File: config.mk
export PLATFORM = sky130hd
export DESIGN_NAME = irq_grp_dist_regs
export DESIGN_NICKNAME = d
export VERILOG_FILES = /design/src/rtl/irq_grp_pkg.sv /design/src/rtl/irq_grp_decode.sv /design/src/rtl/irq_grp_ctrl.sv /design/src/rtl/irq_grp_bank.sv /design/src/rtl/irq_grp_dist_regs.sv
export SDC_FILE = /design/constraint.sdc
export NUM_CORES = 1
export LEC_CHECK = 0
export BUFFER_PORTS_ARGS = -buffer_cell sky130_fd_sc_hd__buf_2
export CELL_PAD_IN_SITES_DETAIL_PLACEMENT = 0
export CELL_PAD_IN_SITES_GLOBAL_PLACEMENT = 1
export CORE_MARGIN = 5
export CORE_UTILIZATION = 44
export DETAILED_ROUTE_END_ITERATION = 10
export PLACE_DENSITY_LB_ADDON = 0.1
export SLEW_MARGIN = 40
export SYNTH_ARGS = -nofsm -noshare
export SYNTH_HDL_FRONTEND = slang
export SYNTH_SLANG_ARGS = --single-unit
export TNS_END_PERCENT = 20
File: constraint.sdc
create_clock -name clk -period 3.4 [get_ports clk]
set_input_delay 0.17 -clock clk [delete_from_list [all_inputs] [get_ports clk]]
set_output_delay 0.17 -clock clk [all_outputs]
set_load 0.02 [all_outputs]
File: src/rtl/irq_grp_pkg.sv
package irq_grp_pkg;

  // Byte offsets decoded by the register block
  localparam int unsigned OFS_CTRL = 0;
  localparam int unsigned OFS_TYPE = 4;
  localparam int unsigned GRP_IDX_W = 7;   // group region spans 128 bytes from 0x80

  typedef struct packed {
    logic g0;
    logic g1;
    logic fiq;
  } dist_en_t;

  // Type byte: (lines/32 - 1) in [4:0], (cores - 1) in [7:5]
  function automatic logic [7:0] type_word(input int unsigned lines, input int unsigned cores);
    logic [7:0] v;
    v[4:0] = 5'((lines / 32) - 1);
    v[7:5] = 3'(cores - 1);
    return v;
  endfunction

endpackage

File: src/rtl/irq_grp_decode.sv
module irq_grp_decode #(
  parameter int unsigned ADDR_W = 12
) (
  input  logic [ADDR_W-1:0]                  addr,
  output logic                               hit_ctrl,
  output logic                               hit_type,
  output logic                               hit_grp,
  output logic [irq_grp_pkg::GRP_IDX_W-1:0]  grp_idx
);
  import irq_grp_pkg::*;

  localparam int unsigned UPPER_W = ADDR_W - GRP_IDX_W;

  always_comb begin
    hit_ctrl = (addr == ADDR_W'(OFS_CTRL));
    hit_type = (addr == ADDR_W'(OFS_TYPE));
    hit_grp  = (addr[ADDR_W-1:GRP_IDX_W] == UPPER_W'(1));
    grp_idx  = addr[GRP_IDX_W-1:0];
  end

endmodule

File: src/rtl/irq_grp_ctrl.sv
module irq_grp_ctrl #(
  parameter int unsigned REVISION = 2
) (
  input  logic                  clk,
  input  logic                  rst,
  input  logic                  wr,
  input  logic [7:0]            wdata,
  output irq_grp_pkg::dist_en_t en,
  output logic [7:0]            rd
);
  import irq_grp_pkg::*;

  generate
    if (REVISION >= 2) begin : g_split
      dist_en_t en_q;
      always_ff @(posedge clk) begin
        if (rst) begin
          en_q <= '0;
        end else if (wr) begin
          en_q.g0  <= wdata[0];
          en_q.g1  <= wdata[1];
          en_q.fiq <= wdata[3];
        end
      end
      assign en = en_q;
    end else begin : g_single
      logic g0_q;
      always_ff @(posedge clk) begin
        if (rst)     g0_q <= 1'b0;
        else if (wr) g0_q <= wdata[0];
      end
      assign en = '{g0: g0_q, g1: 1'b0, fiq: 1'b0};
    end
  endgenerate

  assign rd = {4'b0000, en.fiq, 1'b0, en.g1, en.g0};

  AST_CTRL_HOLD: assert property (@(posedge clk) disable iff (rst)
    !wr |=> $stable(en));
  AST_CTRL_G0_WRITE: assert property (@(posedge clk) disable iff (rst)
    wr |=> (en.g0 == $past(wdata[0])));
  AST_LEGACY_ONLY_G0: assert property (@(posedge clk) disable iff (rst)
    (REVISION < 2) |-> (!en.g1 && !en.fiq));

endmodule

File: src/rtl/irq_grp_bank.sv
module irq_grp_bank #(
  parameter int unsigned REVISION  = 2,
  parameter int unsigned NUM_LINES = 64
) (
  input  logic                                clk,
  input  logic                                rst,
  input  logic                                wr,
  input  logic                                hit,
  input  logic [irq_grp_pkg::GRP_IDX_W-1:0]   idx,
  input  logic [7:0]                          wdata,
  output logic [7:0]                          rd,
  output logic                                err,
  output logic [NUM_LINES-1:0]                line_group
);
  import irq_grp_pkg::*;

  localparam int unsigned NUM_BYTES = NUM_LINES / 8;
  localparam logic [GRP_IDX_W:0] BYTES_LIM = (GRP_IDX_W + 1)'(NUM_BYTES);

  logic       in_range;
  logic [7:0] grp_q [NUM_BYTES];

  assign in_range = hit && ({1'b0, idx} < BYTES_LIM);
  assign err      = hit && !in_range;

  generate
    for (genvar b = 0; b < NUM_BYTES; b++) begin : g_byte
      if (REVISION >= 2) begin : g_store
        always_ff @(posedge clk) begin
          if (rst)
            grp_q[b] <= 8'h00;
          else if (wr && in_range && (idx == GRP_IDX_W'(b)))
            grp_q[b] <= wdata;
        end

        AST_GRP_WRITE: assert property (@(posedge clk) disable iff (rst)
          (wr && in_range && idx == GRP_IDX_W'(b)) |=> (line_group[b*8 +: 8] == $past(wdata)));
        AST_GRP_HOLD: assert property (@(posedge clk) disable iff (rst)
          !(wr && in_range && idx == GRP_IDX_W'(b)) |=> $stable(line_group[b*8 +: 8]));
      end else begin : g_razwi
        assign grp_q[b] = 8'h00;

        AST_GRP_LEGACY_ZERO: assert property (@(posedge clk) disable iff (rst)
          1'b1 |-> (line_group[b*8 +: 8] == 8'h00));
      end
      assign line_group[b*8 +: 8] = grp_q[b];
    end
  endgenerate

  always_comb begin
    rd = 8'h00;
    for (int b = 0; b < NUM_BYTES; b++)
      if (in_range && idx == GRP_IDX_W'(b)) rd = grp_q[b];
  end

endmodule

File: src/rtl/irq_grp_dist_regs.sv
module irq_grp_dist_regs #(
  parameter int unsigned REVISION  = 2,
  parameter int unsigned NUM_LINES = 64,
  parameter int unsigned NUM_CORES = 2,
  parameter int unsigned ADDR_W    = 12
) (
  input  logic                 clk,
  input  logic                 rst,
  input  logic [ADDR_W-1:0]    bus_addr,
  input  logic                 bus_wr,
  input  logic [7:0]           bus_wdata,
  output logic [7:0]           bus_rdata,
  output logic                 bus_err,
  output logic                 grp0_en,
  output logic                 grp1_en,
  output logic                 fiq_en,
  output logic [NUM_LINES-1:0] line_group
);
  import irq_grp_pkg::*;

  localparam logic [7:0] TYPE_VAL = type_word(NUM_LINES, NUM_CORES);

  logic                 hit_ctrl, hit_type, hit_grp;
  logic [GRP_IDX_W-1:0] grp_idx;
  logic [7:0]           ctrl_rd, grp_rd;
  dist_en_t             en;

  irq_grp_decode #(.ADDR_W(ADDR_W)) u_decode (
    .addr     (bus_addr),
    .hit_ctrl (hit_ctrl),
    .hit_type (hit_type),
    .hit_grp  (hit_grp),
    .grp_idx  (grp_idx)
  );

  irq_grp_ctrl #(.REVISION(REVISION)) u_ctrl (
    .clk   (clk),
    .rst   (rst),
    .wr    (bus_wr && hit_ctrl),
    .wdata (bus_wdata),
    .en    (en),
    .rd    (ctrl_rd)
  );

  irq_grp_bank #(.REVISION(REVISION), .NUM_LINES(NUM_LINES)) u_bank (
    .clk        (clk),
    .rst        (rst),
    .wr         (bus_wr),
    .hit        (hit_grp),
    .idx        (grp_idx),
    .wdata      (bus_wdata),
    .rd         (grp_rd),
    .err        (bus_err),
    .line_group (line_group)
  );

  assign grp0_en = en.g0;
  assign grp1_en = en.g1;
  assign fiq_en  = en.fiq;

  always_comb begin
    unique case (1'b1)
      hit_ctrl: bus_rdata = ctrl_rd;
      hit_type: bus_rdata = TYPE_VAL;
      hit_grp:  bus_rdata = grp_rd;
      default:  bus_rdata = 8'h00;
    endcase
  end

  AST_ERR_READS_ZERO: assert property (@(posedge clk) disable iff (rst)
    bus_err |-> (bus_rdata == 8'h00));
  AST_ERR_ONLY_GROUP: assert property (@(posedge clk) disable iff (rst)
    bus_err |-> bus_addr[ADDR_W-1:GRP_IDX_W] == (ADDR_W - GRP_IDX_W)'(1));
  AST_TYPE_CONST: assert property (@(posedge clk) disable iff (rst)
    (bus_addr == ADDR_W'(OFS_TYPE)) |-> (bus_rdata == TYPE_VAL));

endmodule

; ---- Word level (Yosys, flattened, before mapping)
; Memories as Yosys holds them, arrays and structs flattened.
; Cells that the tools add are included.
[word_totals]
mem_bits_ro = 0
mem_bits_rw = 64
register_bits = 3
word_cells = 88
n_memories = 1
latch_bits = 0
inputBits = 23
output_inout_bits = 76
[mem_list]
columns = name, depth, width, rd, rd_ports_with_merged_regs, write_ports, line_no
row1 = u_bank.grp_q, 8, 8, 8, 0, 8, irq_grp_bank.sv:21  ; logic [7:0] grp_q [NUM_BYTES];
[classes]
shifts = 0
addsub = 0
div = 0
reduce_logical = 23
eq_ne = 9
multipliers = 0
mux = 43
order_cmp = 1
bitwise_logic = 8
[ops]
columns = cell, n
row1 = 2-to-1 mux 8 bit, 16
row2 = equality test 7 x 3 -> 1 bit (second input constant), 4
row3 = 2-to-1 mux 1 bit, 26
row4 = case mux 8 bit (3 select lines), 1
row5 = logical AND 1 bit, 20
row6 = equality test 7 x 2 -> 1 bit (second input constant), 2
row7 = equality test 12 x 3 -> 1 bit (second input constant), 1
row8 = zero test 12 bit, 1
row9 = bitwise OR 1 bit, 8
row10 = equality test 7 x 1 -> 1 bit (second input constant), 1
row11 = zero test 7 bit, 1
row12 = < comparator 7 x 4 -> 1 bit (second input constant), 1
row13 = equality test 5 x 1 -> 1 bit (second input constant), 1
row14 = zero test 1 bit, 1

; ---- Logic depth before layout (Yosys ltp)
; Gate-level depths: netlist of run 1.
[depth]
depth_word = 12
mapped_depth = 7
depth_no_buf = 4

; ---- Modules after synthesis
; A second synthesis of run 1 with hierarchy kept.
[unflattened]
hier_cells = 278
area_unflattened_um2 = 3584.7
[modules_own_cells]
columns = mod, area_each_um2, seq_area_each_um2, n_inst, cells_each
row1 = irq_grp_bank, 3210.6, 1921.8, 1, 234
row2 = irq_grp_ctrl, 165.2, 60.1, 1, 18
row3 = irq_grp_decode, 106.4, 0.0, 1, 15
row4 = irq_grp_dist_regs, 102.6, 0.0, 1, 11

; ---- Worst setup path before layout of run 1
; Ideal clock, no wire load.
[synth_path]
path_kind = input to register
startpoint = input bus_addr[5]
endpoint = memory u_bank.grp_q[4][0], in the netlist u_bank.grp_q[1][0] (enable)
setup_ps = 375
n_path_buf = 0
required_time_ps = 3025
cell_stages = 4
path_slack_ps = 1480
arrival_ps = 1546
cell_sequence = nor4_4 -> and3_2 -> nand3_2 -> o21bai_1
[synth_lines]
columns = item, line_no
row1 = "start, declared", irq_grp_dist_regs.sv:9  ; input logic [ADDR_W-1:0] bus_addr,
row2 = "end, declared", irq_grp_bank.sv:21

; ---- Final worst setup path of run 1
[layout_path]
startpoint = input bus_addr[1]
endpoint = output bus_rdata[1]
[layout_between]
elab_chain_cells = 12
word_cells_on_any_way = 29
cone_classes = 1 x order compare / 8 x eq/ne / 9 x mux / 11 x reduce/logical
[layout_lines]
columns = item, line_no
row1 = < comparator 7 x 4 -> 1 bit, irq_grp_bank.sv:23  ; assign in_range = hit && ({1'b0, idx} < BYTES_LIM);
row2 = logical AND 1 bit, irq_grp_bank.sv:23
row3 = logical AND 1 bit, irq_grp_bank.sv:53  ; if (in_range && idx == GRP_IDX_W'(b)) rd = grp_q[b];
row4 = 2-to-1 mux 8 bit (8 in series), irq_grp_bank.sv:53
row5 = case mux 8 bit (3 select lines) (*), irq_grp_dist_regs.sv:62  ; unique case (1'b1)
row6 = "end, declared", irq_grp_dist_regs.sv:12  ; output logic [7:0] bus_rdata,
; Mark *: on every way between the ends. The rest lies on a longest branch, timed or not.

==> flow_summary_export.csv, run 1 <==
group,metric,value,unit
status,status,"completed",
final_layout,area_growth,22.0,%
route,wl_met3,605,um
pwr,combPwrFrac,12.5,%
final_layout,drive_gt1_share,40.7,%
setup_path,crit_path_end_kind,"output pin",
setup_path,arrival,1.94,ns
final_layout,final_nets,374,
pwr,seqPwrFrac,53.5,%
yosys,synth_area,3360,um2
setup_path,slowest_stage,"mux4_2",
yosys,synth_cells,253,
pwr,p_clk_share,34.0,%
yosys,syn_area_per_cell,13.3,um2
route,wirelength_met1,3.80,mm
sta,whs,0.143,ns
yosys,synth_edf_count,64,
floorplan,fp-row-count,31,
placement,dpl.cell_count,439,
sta,hold_violations,0,
sta,slew_viol_final,0,
sta,setup_slack,1.29,ns
global_routing,grt_use_total,20.0,%
route,first_iter_violations,113,
floorplan,dieHeight,97.4,um
clock_tree,post_cts_resize_count,0,
setup_path,critPathRequiredTime,3.23,ns
pwr,powerDensity,440,nW/um2
final_layout,diodes,0,
floorplan,start_util,45.9,%
pwr,power.net_switching,0.465,mW
pwr,netSwitchingFraction,25.8,%
route,topRoutingLayerUsed,"met4",
final_layout,final_cells,453,
placement,pre_cts_slack,0.912,ns
yosys,synth_nets,276,
route,dr.pass1.iters,4,
final_layout,fin_util,56.0,%
global_routing,antenna_found_initial,0,
placement,hpwl,6.92,mm
route,ant_nets,0,
sta,fin_crit_sh,62.1,%
floorplan,die_width,97.4,um
clock_tree,numCtsBuffers,9,
clock_tree,cts_sinks,67,
pwr,p_leak,1.62,nW
placement,place_congestion,0.841,
placement,place_area,3920,um2
floorplan,coreArea,7330,um2
global_routing,grt_pass1_vias,2502,
setup_path,path_cells,"buf_2 > mux4_2 > o2111a_1 > o21ai_0 > a22oi_2 > buf_2",
yosys,synthArstFlopShare,0,%
global_routing,grt_overflow,0,
route,via_per_inst,5.38,
final_layout,finalInstanceArea,4100,um2
setup_path,start_kind,"input pin",
yosys,synthFlopType,"edfxtp_1",
hold_path,hold_path.class,"input pin to register",
sta,fin_crit,2.11,ns
clock_tree,path_clk_slew,0.07,ns
yosys,synth_cell_types,42,
clock_tree,cts_setup_buffers,0,
route,wl,9.35,mm
global_routing,grt_pass1_wl,14.3,mm
route,wl_met2,4.78,mm
sta,tightestPinTransition,0.772,ns
pwr,cell_internal_pwr,1.34,mW
pwr,post-layout-total-power,1.81,mW
route,vias,2436,
setup_path,critPathMostFrequentCell,"buf_2",
global_routing,grt_start_max_net_pins,27,
sta,fin_tns_setup,0,ns
route,drc,0,
setup_path,criticalPathCategory,"input pin to output pin",
sta,fin_worst_skew,0,ns
clock_tree,holdBufCountCts,0,
yosys,ys_ff_latch,67,
setup_path,critPathMaxStageDelay,0.61,ns
placement,portBuffers,98,
yosys,ys_seq_area_share,59.0,%
sta,setup_viol,0,
sta,rsz0062_at_grt,"false",
clock_tree,insertion_delay,0.34,ns
clock_tree,clockBufferDepth,2,
final_layout,n_fill_cell,635,
yosys,yosys_warnings,0,
sta,fmax,474,MHz
setup_path,worstPathMaxFanout,26,
clock_tree,cts-root-buf,"clkbuf_8",
clock_tree,cts_tree,"yes",
floorplan,ios,99,
sta,slew_headroom,48.4,%
route,wl_per_cell,20.6,um
pwr,max-vdd-ir-drop,0.000348,V
clock_tree,htreeDepth,3,
floorplan,dieArea,9490,um2
flow_run,max_cap_violations,0,
[critical path: cells and delay by family]
kind,cells,cell delay (ns)
multiplexers,1,0.61
AO/OA/AOI/OAI,3,0.48
buffers and inverters,2,0.67
[final timing paths]
| check | slack, ns | cells after the start | from | end |
|---|---|---|---|---|
| max | 1.29 | 6 | bus_addr[1] | bus_rdata[1] |
| min | 0.14 | 2 | rst | u_ctrl.en[1] |
| max reg2reg | 2.78 | 2 | u_ctrl.en[1] | u_ctrl.en[1] |
| min reg2reg | 0.49 | 2 | u_ctrl.en[0] | u_ctrl.en[0] |
[area by class of cell]
type                            instances  area, um2  area share, %
Clock buffer                            9        124           3.02
Clock inverter                          5       46.3           1.13
Sequential cell                        67       1980           48.3
Tap cell                               99        124           3.02
Timing Repair Buffer                   98        490           12.0
Multi-Input combinational cell        170       1320           32.1
Inverter                                5       18.8          0.457
[power by group through the flow]
stage / clock, mW / sequential (mW) / combinational [mW]
2_1_floorplan: 0 / 1.03 / 0.0856
3_3_place_gp: 0 / 0.985 / 0.226
3_5_place_dp: 0 / 0.984 / 0.227
4_1_cts: 0.621 / 0.967 / 0.228
5_1_grt: 0.657 / 0.970 / 0.242
6_report: 0.614 / 0.966 / 0.226
[cells by family (layout without fill, tap and decap cells)]
| family | after synthesis | after routing | synth area share, % |
|---|---|---|---|
| AO/OA/AOI/OAI | 34 | 34 | 7.00 |
| buffers and inverters | 16 | 117 | 2.31 |
| flip-flops | 67 | 67 | 59.0 |
| multiplexers | 19 | 19 | 9.79 |
| AND/OR/NAND/NOR | 117 | 117 | 22.0 |
[state kept, by name, summed over array words and instances, names as in the netlist]
register and flops:
u_bank.grp_q 64, u_ctrl.en 3
[metal layers]
metal,vias up,GRT usage [%]
met4,0,7.67
li1,1123,-
met5,-,0
met2,97,34.3
met3,16,4.74
met1,1200,24.3
[cells in the mapped netlist (5+ instances only)]
library cell   n  area share, %
mux4_2        11            7.4
and2_1        64             12
nand2_1       16            1.8
o21ai_0        6           0.89
a21oi_1        9            1.3
buf_2          5           0.74
edfxtp_1      64             57
nor2_1         6           0.67
nand3_1        5           0.74
mux2i_1        7            2.1
o21bai_1       8            1.8
nor2_2         8            1.5
[cells in the final DEF (no fill, tap or decap), drive strengths merged, types with 7 or more instances in the layout]
master	Yosys	final
buf	7	98
and2	64	64
edfxtp	64	64
nand2	17	17
nor2	14	14
mux4	11	11
a21oi	9	9
clkbuf	4	9
o21bai	8	8
mux2i	7	7
No activity file was read; power rests on OpenSTA's default activity.
==> inputs of run 2 (changes only) <==
Settings changed: ABC_AREA set to 1, CORE_UTILIZATION 44 to 38.
Clock period 3.4 ns to 2.1 ns, I/O delays scaled along.
==> flow_summary_export.csv, run 2 <==
group,metric,value,unit
placement,dpl.cell_count,602,
clock_tree,clockBufferDepth,2,
yosys,syn_area_per_cell,8.84,um2
final_layout,layout_common_cells,"buf_2 (97), nand2_1 (90), nor2_1 (83), edfxtp_1 (64), inv_1 (36)",
clock_tree,cts_tree,"yes",
floorplan,dieArea,11000,um2
global_routing,grt_pass1_vias,3019,
sta,hold_violations,0,
setup_path,start_kind,"input pin",
placement,portBuffers,98,
yosys,synthArstFlopShare,0,%
pwr,seqPwrFrac,49.5,%
final_layout,diodes,0,
floorplan,die_width,105,um
sta,slew_headroom,68.2,%
sta,slew_viol_final,0,
yosys,synth_cells,385,
global_routing,grt_start_max_net_pins,18,
status,status,"completed",
pwr,p_leak,2.02,nW
yosys,synth_area,3400,um2
clock_tree,numCtsBuffers,9,
yosys,yosysTopAreaCell,"edfxtp_1",
sta,whs,0.0322,ns
clock_tree,cts_sinks,67,
flow_run,max_cap_violations,0,
yosys,synth_edf_count,64,
floorplan,ios,99,
sta,setup_slack,0.167,ns
setup_path,criticalPathCategory,"input pin to output pin",
yosys,synthFlopType,"edfxtp_1",
sta,fin_worst_skew,0,ns
sta,fin_tns_setup,0,ns
placement,hpwl,7.70,mm
floorplan,coreArea,8720,um2
route,via_per_inst,4.93,
sta,fin_crit,1.93,ns
setup_path,arrival,1.83,ns
floorplan,start_util,39.0,%
clock_tree,insertion_delay,0.34,ns
setup_path,path_cells,"buf_2 > nor2_2 > nand3_2 > nor2_4 > nand2_2 > or2_1 > nand2_1 > nand2_1 > nand2_1 > nand2_1 > nand2_1 > nand2_1 > nand2_1 > a21oi_2 > buf_4",
yosys,synth.area.top_cells,"edfxtp_1 (56%), nand2_1 (10%), nor2_1 (9.2%), inv_1 (4.0%), nand3_1 (2.9%)",
global_routing,grt_use_total,18.9,%
route,wl_per_cell,16.7,um
route,vias,3049,
pwr,p_clk_share,41.3,%
sta,tightestPinTransition,0.476,ns
route,dr.pass1.iters,5,
pwr,combPwrFrac,9.2,%
pwr,cell_internal_pwr,2.39,mW
yosys,synth_cell_types,27,
route,wl,10.3,mm
pwr,netSwitchingFraction,24.2,%
floorplan,fp-row-count,34,
yosys,yosys.cell_count.top_type,"nand2_1",
sta,fmax,517,MHz
pwr,post-layout-total-power,3.16,mW
global_routing,grt_pass1_wl,16.2,mm
clock_tree,path_clk_slew,0.08,ns
final_layout,final_common_cell,"buf_2",
pwr,power.net_switching,0.765,mW
setup_path,crit_path_end_kind,"output pin",
yosys,ys_seq_area_share,58.2,%
sta,setup_viol,0,
yosys,ys_ff_latch,67,
route,ant_nets,0,
route,drc,0,
setup_path,critPathMostFrequentCell,"nand2_1",
global_routing,grt_overflow,0,
final_layout,area_growth,29.0,%
setup_path,worstPathMaxFanout,17,
final_layout,final_nets,529,
setup_path,rrSetupSlack,1.50,ns
final_layout,largest_register_ffs,64,
pwr,powerDensity,719,nW/um2
yosys,synth_nets,408,
setup_path,cp_num_buf_inv,2,
yosys,synthTopCellsByCount,"nand2_1 (91), nor2_1 (83), edfxtp_1 (64), inv_1 (36), nand3_1 (20)",
clock_tree,htreeDepth,3,
final_layout,n_fill_cell,858,
yosys,synth_top_area_share,56.4,%
setup_path,critPathMaxStageDelay,0.26,ns
hold_path,hold_path.class,"input pin to register",
sta,fin_crit_sh,92.1,%
pwr,max-vdd-ir-drop,0.000375,V
route,first_iter_violations,285,
setup_path,critPathRequiredTime,2.00,ns
final_layout,final_cells,619,
placement,pre_cts_slack,0.109,ns
placement,place_congestion,0.857,
setup_path,cp_top_family,"simple AND/OR/NAND/NOR gates",
global_routing,antenna_found_initial,0,
final_layout,top_register,"u_bank.grp_q",
setup_path,slowest_stage,"or2_1",
floorplan,dieHeight,105,um
final_layout,drive_gt1_share,30.1,%
clock_tree,cts-root-buf,"clkbuf_8",
yosys,yosys_warnings,0,
## run 2: cell count changes in the layout (fill, tap and decap cells not counted), sizes merged, moves of 8 or more
cell / previous run / this run
mux4: 11 / 0
or2: 2 / 13
o21ai: 6 / 24
inv: 4 / 39
nand3: 6 / 21
and2: 64 / 0
nor2: 14 / 91
buf: 98 / 117
nand2: 17 / 95
o21bai: 8 / 0
## run 2: worst paths after layout
path                                    from           end  depth (start not counted)
worst max register to register  u_ctrl.en[0]  u_ctrl.en[0]                          2
worst min-delay path            bus_wdata[0]  u_ctrl.en[2]                          3
worst max-delay path             bus_addr[5]  bus_rdata[2]                         15
worst min register to register  u_ctrl.en[1]  u_ctrl.en[1]                          2
## run 2: final cells by class
type	instances	area, um2	share of cell area (%)
clock inverters	7	116	2.65
repair buffers	118	649	14.8
well taps	108	135	3.08
flip-flops and latches	67	1980	45.1
clock buffers	9	124	2.82
multi-input cells	270	1230	28.1
inverters	40	150	3.42
## run 2: per-stage QoR
step / util [%] / cell area (um2)
global placement: 47.3 / 4120
CTS: 50.2 / 4370
detailed placement: 47.3 / 4120
floorplan: - / 3400
finish: 50.4 / 4390
global route: 50.4 / 4390
## run 2: kinds of logic (layout without fill, tap and decap cells)
family | count (synthesis) | in the layout | synth area share, %
AOI/OAI and AO/OA | 41 | 41 | 6.21
and+or+nand+nor | 229 | 229 | 29.7
DFF | 67 | 67 | 58.2
buffers and inverters | 48 | 174 | 5.84
## run 2: timing repair
| item | in CTS | in global routing |
|---|---|---|
| hold endpoints to repair | 3 | 0 |
| resized for setup | 0 | 5 |
| hold buffers | 1 | 0 |
| buffers inserted | 0 | 0 |
| endpoints found under the setup margin | 0 | 8 |
## run 2: metal layers
layer,global-route usage (%),routed length (um),up-vias
met2,28.2,4580,126
met1,27.8,4760,1417
li1,-,-,1498
met4,5.94,98,0
met5,0,0,-
met3,3.76,903,8
## run 2: power groups by stage
stage / combinational (mW) / sequential (mW) / clock [mW]
4_1_cts: 0.294 / 1.56 / 1.32
3_5_place_dp: 0.292 / 1.59 / 0
2_1_floorplan: 0.0606 / 1.67 / 0
5_1_grt: 0.311 / 1.57 / 1.39
6_report: 0.292 / 1.56 / 1.30
3_3_place_gp: 0.290 / 1.59 / 0
## run 2: tightest hold or removal path: cells and delay by family
kind,cells,cell delay [ns]
AO/OA/AOI/OAI,1,0.06
buffers and inverters,1,0.10
AND/OR/NAND/NOR,1,0.07
==> inputs of run 3 (changes only) <==
Settings changed: HOLD_SLACK_MARGIN set to 0.05.
==> flow_summary_export.csv, run 3 (same netlist as run 2, synthesis figures left out) <==
group,metric,value,unit
final_layout,area_growth,29.9,%
sta,hold_violations,0,
floorplan,fp-row-count,34,
setup_path,rrSetupSlack,0.96,ns
placement,pre_cts_slack,0.109,ns
route,dr.pass1.iters,5,
route,vias,3065,
global_routing,grt_use_total,19.0,%
sta,fin_worst_skew,0,ns
pwr,p_leak,2.04,nW
placement,portBuffers,98,
sta,fin_crit_sh,92.3,%
sta,tightestPinTransition,0.475,ns
sta,fin_crit,1.94,ns
placement,dpl.cell_count,602,
pwr,max-vdd-ir-drop,0.000375,V
floorplan,ios,99,
clock_tree,cts_tree,"yes",
floorplan,start_util,39.0,%
route,first_iter_violations,307,
setup_path,start_kind,"input pin",
final_layout,layout_common_cells,"buf_2 (97), nand2_1 (90), nor2_1 (83), edfxtp_1 (64), inv_1 (36)",
setup_path,arrival,1.83,ns
setup_path,crit_path_end_kind,"output pin",
floorplan,coreArea,8720,um2
hold_path,holdPathStages,3,
route,via_per_inst,4.93,
setup_path,critPathMaxStageDelay,0.26,ns
setup_path,path_cells,"buf_2 > nor2_2 > nand3_2 > nor2_4 > nand2_2 > or2_1 > nand2_1 > nand2_1 > nand2_1 > nand2_1 > nand2_1 > nand2_1 > nand2_1 > a21oi_2 > buf_4",
final_layout,final_common_cell,"buf_2",
route,wl,10.4,mm
route,wl_per_cell,16.8,um
setup_path,crit_cells,15,
global_routing,grt_overflow,0,
sta,fmax,516,MHz
global_routing,antenna_found_initial,0,
clock_tree,numCtsBuffers,9,
global_routing,grt_pass1_vias,3031,
clock_tree,cts_setup_buffers,0,
global_routing,grt_start_max_net_pins,18,
setup_path,cp_num_buf_inv,2,
final_layout,top_register,"u_bank.grp_q",
setup_path,critPathMostFrequentCell,"nand2_1",
setup_path,reg2regPathDepth,3,
floorplan,dieArea,11000,um2
setup_path,slowest_stage,"or2_1",
clock_tree,insertion_delay,0.34,ns
final_layout,diodes,0,
flow_run,max_cap_violations,0,
final_layout,largest_register_ffs,64,
final_layout,final_nets,532,
final_layout,drive_gt1_share,30.0,%
global_routing,grt_pass1_wl,16.3,mm
final_layout,n_fill_cell,856,
clock_tree,htreeDepth,3,
setup_path,critPathRequiredTime,2.00,ns
floorplan,die_width,105,um
sta,setup_viol,0,
status,status,"completed",
placement,hpwl,7.70,mm
setup_path,criticalPathCategory,"input pin to output pin",
clock_tree,path_clk_slew,0.07,ns
hold_path,hold_path.class,"input pin to register",
clock_tree,cts-root-buf,"clkbuf_8",
clock_tree,cts_sinks,67,
route,drc,0,
clock_tree,clockBufferDepth,2,
route,ant_nets,0,
setup_path,worstPathMaxFanout,17,
sta,setup_slack,0.161,ns
placement,place_congestion,0.857,
setup_path,cp_top_family,"simple AND/OR/NAND/NOR gates",
sta,slew_viol_final,0,
pwr,powerDensity,715,nW/um2
sta,slew_headroom,68.3,%
floorplan,dieHeight,105,um
final_layout,final_cells,622,
-- run 3: changes by cell type in the layout (fill, tap and decap cells not counted), sizes merged --
cell and change:
dlygate4sd3 +3
-- run 3: metrics by stage --
| step | instance area (um2) | power [mW] | hold slack, ns | utilization [%] | TNS, ns |
|---|---|---|---|---|---|
| 3_3_place_gp | 4120 | 1.88 | 0.330 | 47.3 | 0 |
| 2_1_floorplan | 3400 | 1.73 | 0.174 | - | 0 |
| 6_report | 4420 | 3.16 | 0.194 | 50.7 | 0 |
| 4_1_cts | 4400 | 3.18 | 0.169 | 50.5 | 0 |
| 3_5_place_dp | 4120 | 1.88 | 0.334 | 47.3 | 0 |
| 5_1_grt | 4420 | 3.27 | 0.214 | 50.7 | -0.00860 |
-- run 3: worst reg2reg max path: stages (launching register included) --
cell and delay (ns):
dfxtp_1 0.35, nand2_1 0.06, a21oi_1 0.12, dlygate4sd3_1 0.56
-- run 3: routing by layer --
layer,global-route usage (%),routed length (um)
met5,0,0
met4,5.94,153
met3,3.76,850
met2,28.4,4610
met1,27.9,4830
-- run 3: worst paths after layout --
kind | start | endpoint
max | bus_addr[5] | bus_rdata[2]
min | bus_wr | u_ctrl.en[0]
max reg2reg | u_ctrl.en[2] | u_ctrl.en[2]
min reg2reg | u_ctrl.en[1] | u_ctrl.en[1]
-- run 3: where the power goes --
group / total, mW / switching [mW] / internal [mW]
combinational: 0.294 / 0.209 / 0.0853
sequential: 1.56 / 0.0388 / 1.52
clock: 1.31 / 0.519 / 0.787
total: 3.16 / 0.767 / 2.39
-- run 3: layout make-up --
type                       count  area (um2)  share of cell area [%]
multi-input combinational    270        1230                    27.9
sequential                    67        1980                    44.8
tap                          108         135                    3.06
clock buffer                   9         124                    2.80
clock inverter                 7         116                    2.63
inverter                      40         150                    3.40
timing repair buffer         121         679                    15.4
-- run 3: timing repair --
item,CTS,global route
endpoints found under the setup margin,0,8
gates resized for setup,0,5
endpoints found under the hold margin,3,0
hold buffers,4,0
